===== config.mk =====
export PLATFORM = sky130hd
export DESIGN_NAME = repl_victim_sel
export DESIGN_NICKNAME = d
export VERILOG_FILES = /design/src/rtl/repl_pkg.sv /design/src/rtl/repl_lru_ages.sv /design/src/rtl/repl_lfu_counts.sv /design/src/rtl/repl_pick.sv /design/src/rtl/repl_victim_sel.sv
export SDC_FILE = /design/constraint.sdc
export NUM_CORES = 1
export LEC_CHECK = 0
export ABC_AREA = 1
export ABC_CLOCK_PERIOD_IN_PS = 4700
export BUFFER_PORTS_ARGS = -buffer_cell sky130_fd_sc_hd__buf_2
export CAP_MARGIN = 20
export CORE_UTILIZATION = 47
export DETAILED_ROUTE_END_ITERATION = 16
export SYNTH_ARGS = -nofsm -noshare
export SYNTH_HDL_FRONTEND = slang
export SYNTH_SLANG_ARGS = --single-unit

===== constraint.sdc =====
create_clock -name clk -period 4.7 [get_ports clk]
set_clock_uncertainty 0.15 [all_clocks]
set_input_delay 0.47 -clock clk [delete_from_list [all_inputs] [get_ports clk]]
set_output_delay 0.47 -clock clk [all_outputs]
set_load 0.02 [all_outputs]

===== src/rtl/repl_pkg.sv =====
`timescale 1ns/1ps
package repl_pkg;
    // Source that decides the victim in the current cycle
    typedef enum logic [1:0] {
        PICK_FREE = 2'd0,
        PICK_LRU  = 2'd1,
        PICK_LFU  = 2'd2
    } pick_src_e;
endpackage


===== src/rtl/repl_lru_ages.sv =====
`timescale 1ns/1ps
module repl_lru_ages #(
    parameter int NUM_WAYS = 4,
    parameter int WAY_W    = 2,
    parameter int AGE_W    = 2
) (
    input  logic                            clk,
    input  logic                            rst_n,
    input  logic                            flush,
    input  logic                            acc_vld,
    input  logic [WAY_W-1:0]                acc_way,
    output logic [NUM_WAYS-1:0][AGE_W-1:0]  ages
);
    localparam logic [AGE_W-1:0] AGE_MAX = {AGE_W{1'b1}};

    logic [AGE_W-1:0] hit_age;
    assign hit_age = ages[acc_way];

    // Accessed way becomes youngest; every other way at or below its old
    // age grows older by one, stopping at the oldest value.
    for (genvar g = 0; g < NUM_WAYS; g++) begin : g_age
        always_ff @(posedge clk) begin
            if (!rst_n || flush) begin
                ages[g] <= '0;
            end else if (acc_vld) begin
                if (acc_way == WAY_W'(g)) begin
                    ages[g] <= '0;
                end else if (ages[g] <= hit_age && ages[g] != AGE_MAX) begin
                    ages[g] <= ages[g] + 1'b1;
                end
            end
        end
    end
endmodule


===== src/rtl/repl_lfu_counts.sv =====
`timescale 1ns/1ps
module repl_lfu_counts #(
    parameter int NUM_WAYS = 4,
    parameter int WAY_W    = 2,
    parameter int CNT_W    = 4
) (
    input  logic                            clk,
    input  logic                            rst_n,
    input  logic                            flush,
    input  logic                            acc_vld,
    input  logic [WAY_W-1:0]                acc_way,
    input  logic                            acc_fill,
    output logic [NUM_WAYS-1:0][CNT_W-1:0]  counts
);
    localparam logic [CNT_W-1:0] CNT_MAX = {CNT_W{1'b1}};
    localparam logic [CNT_W-1:0] CNT_ONE = CNT_W'(1);

    for (genvar g = 0; g < NUM_WAYS; g++) begin : g_cnt
        always_ff @(posedge clk) begin
            if (!rst_n || flush) begin
                counts[g] <= '0;
            end else if (acc_vld && acc_way == WAY_W'(g)) begin
                if (acc_fill) begin
                    counts[g] <= CNT_ONE;
                end else if (counts[g] != CNT_MAX) begin
                    counts[g] <= counts[g] + 1'b1;
                end
            end
        end
    end
endmodule


===== src/rtl/repl_pick.sv =====
`timescale 1ns/1ps
module repl_pick
    import repl_pkg::*;
#(
    parameter int NUM_WAYS = 4,
    parameter int WAY_W    = 2,
    parameter int AGE_W    = 2,
    parameter int CNT_W    = 4
) (
    input  logic                            mode_lfu,
    input  logic [NUM_WAYS-1:0]             way_valid,
    input  logic [NUM_WAYS-1:0][AGE_W-1:0]  ages,
    input  logic [NUM_WAYS-1:0][CNT_W-1:0]  counts,
    output logic [WAY_W-1:0]                victim
);
    pick_src_e        src;
    logic [WAY_W-1:0] free_way;
    logic [WAY_W-1:0] old_way;
    logic [AGE_W-1:0] old_age;
    logic [WAY_W-1:0] rare_way;
    logic [CNT_W-1:0] rare_cnt;

    // Lowest empty way: scan downwards so the lowest index is written last
    always_comb begin
        free_way = '0;
        for (int i = NUM_WAYS - 1; i >= 0; i--) begin
            if (!way_valid[i]) free_way = WAY_W'(i);
        end
    end

    // Oldest way, strict compare keeps the lowest index on ties
    always_comb begin
        old_way = '0;
        old_age = ages[0];
        for (int i = 1; i < NUM_WAYS; i++) begin
            if (ages[i] > old_age) begin
                old_way = WAY_W'(i);
                old_age = ages[i];
            end
        end
    end

    // Least used way, strict compare keeps the lowest index on ties
    always_comb begin
        rare_way = '0;
        rare_cnt = counts[0];
        for (int i = 1; i < NUM_WAYS; i++) begin
            if (counts[i] < rare_cnt) begin
                rare_way = WAY_W'(i);
                rare_cnt = counts[i];
            end
        end
    end

    always_comb begin
        if (!(&way_valid))  src = PICK_FREE;
        else if (mode_lfu)  src = PICK_LFU;
        else                src = PICK_LRU;
    end

    always_comb begin
        victim = '0;
        unique case (src)
            PICK_FREE: victim = free_way;
            PICK_LRU:  victim = old_way;
            PICK_LFU:  victim = rare_way;
            default:   victim = '0;
        endcase
    end
endmodule


===== src/rtl/repl_victim_sel.sv =====
`timescale 1ns/1ps
module repl_victim_sel #(
    parameter int NUM_WAYS = 4,
    parameter int CNT_W    = 4,
    parameter int WAY_W    = $clog2(NUM_WAYS)
) (
    input  logic                 clk,
    input  logic                 rst_n,
    input  logic                 acc_vld,
    input  logic [WAY_W-1:0]     acc_way,
    input  logic                 acc_fill,
    input  logic [NUM_WAYS-1:0]  way_valid,
    input  logic                 mode_lfu,
    input  logic                 flush,
    output logic [WAY_W-1:0]     victim
);
    localparam int AGE_W = WAY_W;

    logic [NUM_WAYS-1:0][AGE_W-1:0] ages;
    logic [NUM_WAYS-1:0][CNT_W-1:0] counts;

    repl_lru_ages #(
        .NUM_WAYS(NUM_WAYS), .WAY_W(WAY_W), .AGE_W(AGE_W)
    ) u_ages (
        .clk(clk), .rst_n(rst_n), .flush(flush),
        .acc_vld(acc_vld), .acc_way(acc_way), .ages(ages)
    );

    repl_lfu_counts #(
        .NUM_WAYS(NUM_WAYS), .WAY_W(WAY_W), .CNT_W(CNT_W)
    ) u_counts (
        .clk(clk), .rst_n(rst_n), .flush(flush),
        .acc_vld(acc_vld), .acc_way(acc_way), .acc_fill(acc_fill),
        .counts(counts)
    );

    repl_pick #(
        .NUM_WAYS(NUM_WAYS), .WAY_W(WAY_W), .AGE_W(AGE_W), .CNT_W(CNT_W)
    ) u_pick (
        .mode_lfu(mode_lfu), .way_valid(way_valid),
        .ages(ages), .counts(counts), .victim(victim)
    );
endmodule


Yosys cells after proc, flatten, opt, wreduce, memory -nomap -nowiden. Cells that the tools add are included.

Register bits after elaboration: 24. Output and inout port bits: 2. Word-level logic and storage cells: 104.

Add/subtract/negate cells: 8. Order comparisons: 11. Equality and inequality tests: 13. Multiplexer cells: 35. Reductions and logical operators: 29.

Operators by type and width (number): 2-to-1 mux 2 bit (21); 2-to-1 mux 4 bit (10); adder 4 x 1 -> 4 bit, second input constant (4); inequality test 4 bit, second input constant (4); AND reduction 2 bit (8); nonzero test 2 bit (8); < comparator 4 bit (3); adder 2 x 1 -> 2 bit, second input constant (4); less-or-equal comparator 2 bit (4); logical AND 1 bit (8); inequality test 2 bit, second input constant (4); == test 2 bit, second input constant (3); greater-than comparator 2 bit (3); one-hot mux 2 bit (3 select lines) (1); binary-select mux 2 bit (select 2 bit) (1); == test 2 x 1 -> 1 bit, second input constant (2); zero test 2 bit (2); AND reduction 4 bit (1); < comparator 2 x 3 -> 1 bit, second input constant (1); 2-to-1 mux 1 bit (2); zero test 1 bit (1); logical OR 1 bit (1).

Longest topological paths before layout.
Depth after elaboration: 7. Depth in mapped cells: 23. Gate-level depth less buffers: 23.

Modules after synthesis. Synthesis repeated with hierarchy kept, for this count alone.

Cells, all modules: 373. Area, all modules: 2338.5 um^2.

Modules (own cells, without submodules): repl_lfu_counts (times used 1, cells an instance 141, area an instance 923.4 um^2, sequential area each 320.3 um^2); repl_lru_ages (times used 1, cells an instance 121, area an instance 738.2 um^2, sequential area each 160.2 um^2); repl_pick (times used 1, cells an instance 111, area an instance 676.9 um^2, sequential area each 0.0 um^2).

Least setup slack after synthesis. No wires, ideal clock.

Kind: register -> output. Start: register u_ages.ages[3] (netlist bit). End: output port victim[1]. Arrival: 2578 ps. Slack: 1502 ps. Stages on the path, launching flop included: 18. Path buffers: 0. Cells stage by stage: dfxtp_1 -> inv_1 -> ha_1 -> nor2_1 -> nor2_1 -> a21oi_1 -> o21ai_0 -> ha_1 -> inv_1 -> o22ai_1 -> nand2_1 -> o21ai_0 -> ha_1 -> nand2_1 -> o21ai_0 -> a21oi_1 -> o211ai_1 -> nand2_1.

Cells in the longest elaborated chain, start to end: 7.

RTL lines: start: declaration (RTL line repl_lru_ages.sv:12) `output logic [NUM_WAYS-1:0][AGE_W-1:0] ages`; start signal: indexed assignment (RTL line repl_lru_ages.sv:29) `ages[g] <= ages[g] + 1'b1;`; greater-than comparator 2 bit (RTL line repl_pick.sv:36) `if (ages[i] > old_age) begin`; 2-to-1 mux 2 bit * (RTL line repl_pick.sv:36); greater-than comparator 2 bit (RTL line repl_pick.sv:36); 2-to-1 mux 2 bit (RTL line repl_pick.sv:36); greater-than comparator 2 bit (RTL line repl_pick.sv:36); 2-to-1 mux 2 bit * (RTL line repl_pick.sv:36); one-hot mux 2 bit (3 select lines) * (RTL line repl_pick.sv:63) `unique case (src)`; end: declaration (RTL line repl_victim_sel.sv:15) `output logic [WAY_W-1:0] victim`.

Every way passes the cells marked *; elsewhere a longest branch is shown, timed or not.

Worst setup path in the final report. Ends and elaborated chain as after synthesis.

==> results.json <==
{
  "status": "finished, final reports clean",
  "power.share.clock_pct": 35.7,
  "insertion_delay_ns": 0.27,
  "vias": 1835,
  "final_antenna_net_count": 0,
  "grt_pass1_wl_um": 6680,
  "max-clock-path-buffers": 2,
  "crit_arrival_ns": 3.35,
  "clockRootBuffer": "clkbuf_8",
  "cts_buffers": 3,
  "period_minus_slack_ns": 3.97,
  "dp.final_hpwl_um": 3250,
  "worst-r2r-setup-slack_ns": 2.21,
  "core_area_mm2": 0.00406,
  "setup_viol": 0,
  "slowest_delay_ns": 0.43,
  "power_per_cell_area_mw_per_mm2": 229,
  "cts_resized": 0,
  "diodes": 0,
  "synth-seq-area-share_pct": 23.7,
  "cp_data_required_time_ns": 4.08,
  "p_comb_share_pct": 22.6,
  "cts_setup_buffers": 0,
  "design_area_mm2": 0.00222,
  "num-fill-cells": 415,
  "p_int_w": 0.000363,
  "hold_path.class": "reg -> reg",
  "antenna_found_initial": 0,
  "slew_headroom_pct": 54.5,
  "r2r_start": "u_ages.ages[1]",
  "cp-start-kind": "flop",
  "grt_pass1_vias": 1587,
  "grt_usage_pct": 19.3,
  "drive_above_1_share_pct": 10.3,
  "max_freq_mhz": 252,
  "worst_pin_slew_ns": 0.683,
  "switchingPower_w": 0.000145,
  "start_util_pct": 50.0,
  "grt.overflow.total": 0,
  "setup_tns_ns": 0,
  "drv_cap": 0,
  "slew_violations": 0,
  "wirelength_um": 3960,
  "multiInputGateArea_mm2": 0.00132,
  "drtPass1Iterations": 4,
  "cts_tree": "yes",
  "io_buffers": 13,
  "syn_to_final_growth_pct": 9.44,
  "placed_area_mm2": 0.00215,
  "critical_path_class": "reg -> out",
  "cp-end-kind": "output pin",
  "seqPwrFrac_pct": 41.7,
  "synth_seq_cells": 24,
  "hold_viol_final": 0,
  "fin_nets": 358,
  "die_y_um": 67.7,
  "min_to": "u_ages.ages[6]",
  "rsz0062_at_grt": "false",
  "io_pins": 14,
  "drc": 0,
  "cts_num_sinks": 24,
  "ff2ff_path_depth": 11,
  "synth_area_per_cell_um2": 6.87,
  "holdBufCountCts": 0,
  "p_leak_nw": 1.09,
  "hold_depth": 2,
  "die_area_mm2": 0.00458,
  "path_max_fanout": 5,
  "grt_start_max_net_pins": 15,
  "hp-start": "u_ages.ages[6]",
  "syn-cell-area_mm2": 0.00203,
  "wl_per_cell_um": 11.0,
  "final.period_utilization_pct": 84.6,
  "ys_types": 27,
  "row_count": 23,
  "crit_chain": "inv_1, ha_1, nor2_1, nor2_1, a21oi_1, o21ai_0, ha_1, inv_1, o22ai_1, nand2_1, o21ai_0, ha_1, nor2_1, o21ai_0, a21oi_1, o211ai_1, nand2_1, buf_2",
  "die_w_um": 67.7,
  "ir_worst_vdd_mv": 0.195,
  "drt-initial-drc-count": 27,
  "rr_endpoint": "u_ages.ages[2]",
  "htree_levels": 1,
  "clkTransAtPathRegs_ns": 0.09,
  "switching_share_pct": 28.6,
  "vias_per_cell": 5.10,
  "critPathSlowestCell": "dfxtp_1",
  "syn-instance-count": 295,
  "worst_path_dominant_cell_family": "compound AO/OA/AOI/OAI gates",
  "seq_area_um2": 480,
  "yosys_warnings": 0,
  "synth_fp_nets": 342,
  "worst-path-buf-inv": 3,
  "place.gp.congestion": 0.808
}
[synthesized netlist by cell type (all sizes together)]
cell type / instances / area share (%)
nand2: 64 / 13
inv: 56 / 10
ha: 35 / 22
nor2: 30 / 5.6
dfxtp: 24 / 24
o21ai: 20 / 4.9
a21oi: 18 / 5.0
nand3: 11 / 2.7
a31oi: 9 / 3.4
a211oi: 6 / 2.2
nand4: 4 / 1.2
xor2: 4 / 1.7
nor4: 3 / 0.93
a221oi: 2 / 0.86
clkbuf: 2 / 0.37
o22ai: 2 / 0.62
a22oi: 1 / 0.37
clkinvlp: 1 / 0.25
o211ai: 1 / 0.37
o221ai: 1 / 0.43
o31ai: 1 / 0.37
[flip-flops by register name (all words and copies together) (netlist names)]
| signal | flops |
|---|---|
| u_ages.ages | 8 |
| u_counts.counts | 16 |
[power groups by stage]
stage | Sequential (W) | Clock, W | Combinational [W]
finish | 0.000212 | 0.000182 | 0.000115
CTS | 0.000212 | 0.000185 | 0.000116
global route | 0.000213 | 0.000193 | 0.000134
global placement | 0.000217 | 0 | 0.000114
detailed placement | 0.000217 | 0 | 0.000115
floorplan | 0.000216 | 0 | 0.0000875
[area by class of cell]
class	count	share of cell area (%)
clock buffer	3	1.86
clock inverter	1	1.35
inverter	57	9.70
multi-input combinational	212	59.7
sequential	24	21.7
tap	50	2.82
timing repair buffer	13	2.93
[kinds of logic (layout without fill, tap and decap cells)]
logic type | Yosys count | after routing | share of synthesized area, %
AND/OR/NAND/NOR | 112 | 112 | 23.4
AO/OA/AOI/OAI | 61 | 61 | 18.6
buffers and inverters | 59 | 74 | 11.0
adder cells (fa/ha/maj) | 35 | 35 | 21.6
flip-flops | 24 | 24 | 23.7
XOR/XNOR | 4 | 4 | 1.73
[stage by stage]
stage,worst slack (ns),power [W],util [%],hold slack (ns),instances
4_1_cts,0.687,0.000513,54.7,0.341,360
3_3_place_gp,0.974,0.000331,52.9,0.323,356
3_5_place_dp,1.00,0.000332,52.9,0.328,356
2_1_floorplan,1.50,0.000303,-,0.307,295
6_report,0.725,0.000508,54.7,0.339,360
5_1_grt,0.347,0.000540,54.7,0.378,360
[routing by layer]
layer / global-route usage, % / wire (um) / vias up
met3: 4.22 / 109 / 6
met4: 4.26 / 45 / 0
met1: 25.7 / 2110 / 800
met2: 31.3 / 1690 / 21
li1: - / - / 1008
met5: 0 / 0 / -
[cells in the final DEF (no fill, tap or decap), drive strengths merged]
| cell type | instances |
|---|---|
| nand4 | 4 |
| buf | 13 |
| a211oi | 6 |
| nor2 | 30 |
| dfxtp | 24 |
| clkinvlp | 1 |
| nand3 | 11 |
| nor4 | 3 |
| o211ai | 1 |
| xor2 | 4 |
| clkbuf | 3 |
| nand2 | 64 |
| o22ai | 2 |
| a21oi | 18 |
| a31oi | 9 |
| o21ai | 20 |
| o31ai | 1 |
| a22oi | 1 |
| ha | 35 |
| o221ai | 1 |
| bufinv | 1 |
| a221oi | 2 |
| inv | 56 |
[worst min-delay path, cell delays in order, from the launching register on]
cell and delay (ns):
dfxtp_1 0.33, nand2_1 0.07, a21oi_1 0.05
[how the worst max path moves through the flow]
stage	end	slack [ns]	depth (start not counted)	startpoint
floorplan	victim[1]	1.50	17	u_ages.ages[3]
global route	victim[1]	0.35	18	u_ages.ages[3]
detailed placement	victim[1]	1.00	18	u_ages.ages[3]
global placement	victim[1]	0.97	18	u_ages.ages[3]
finish	victim[1]	0.73	18	u_ages.ages[3]
CTS	victim[1]	0.69	18	u_ages.ages[3]
Note: power is estimated with default switching activity, not from simulation.
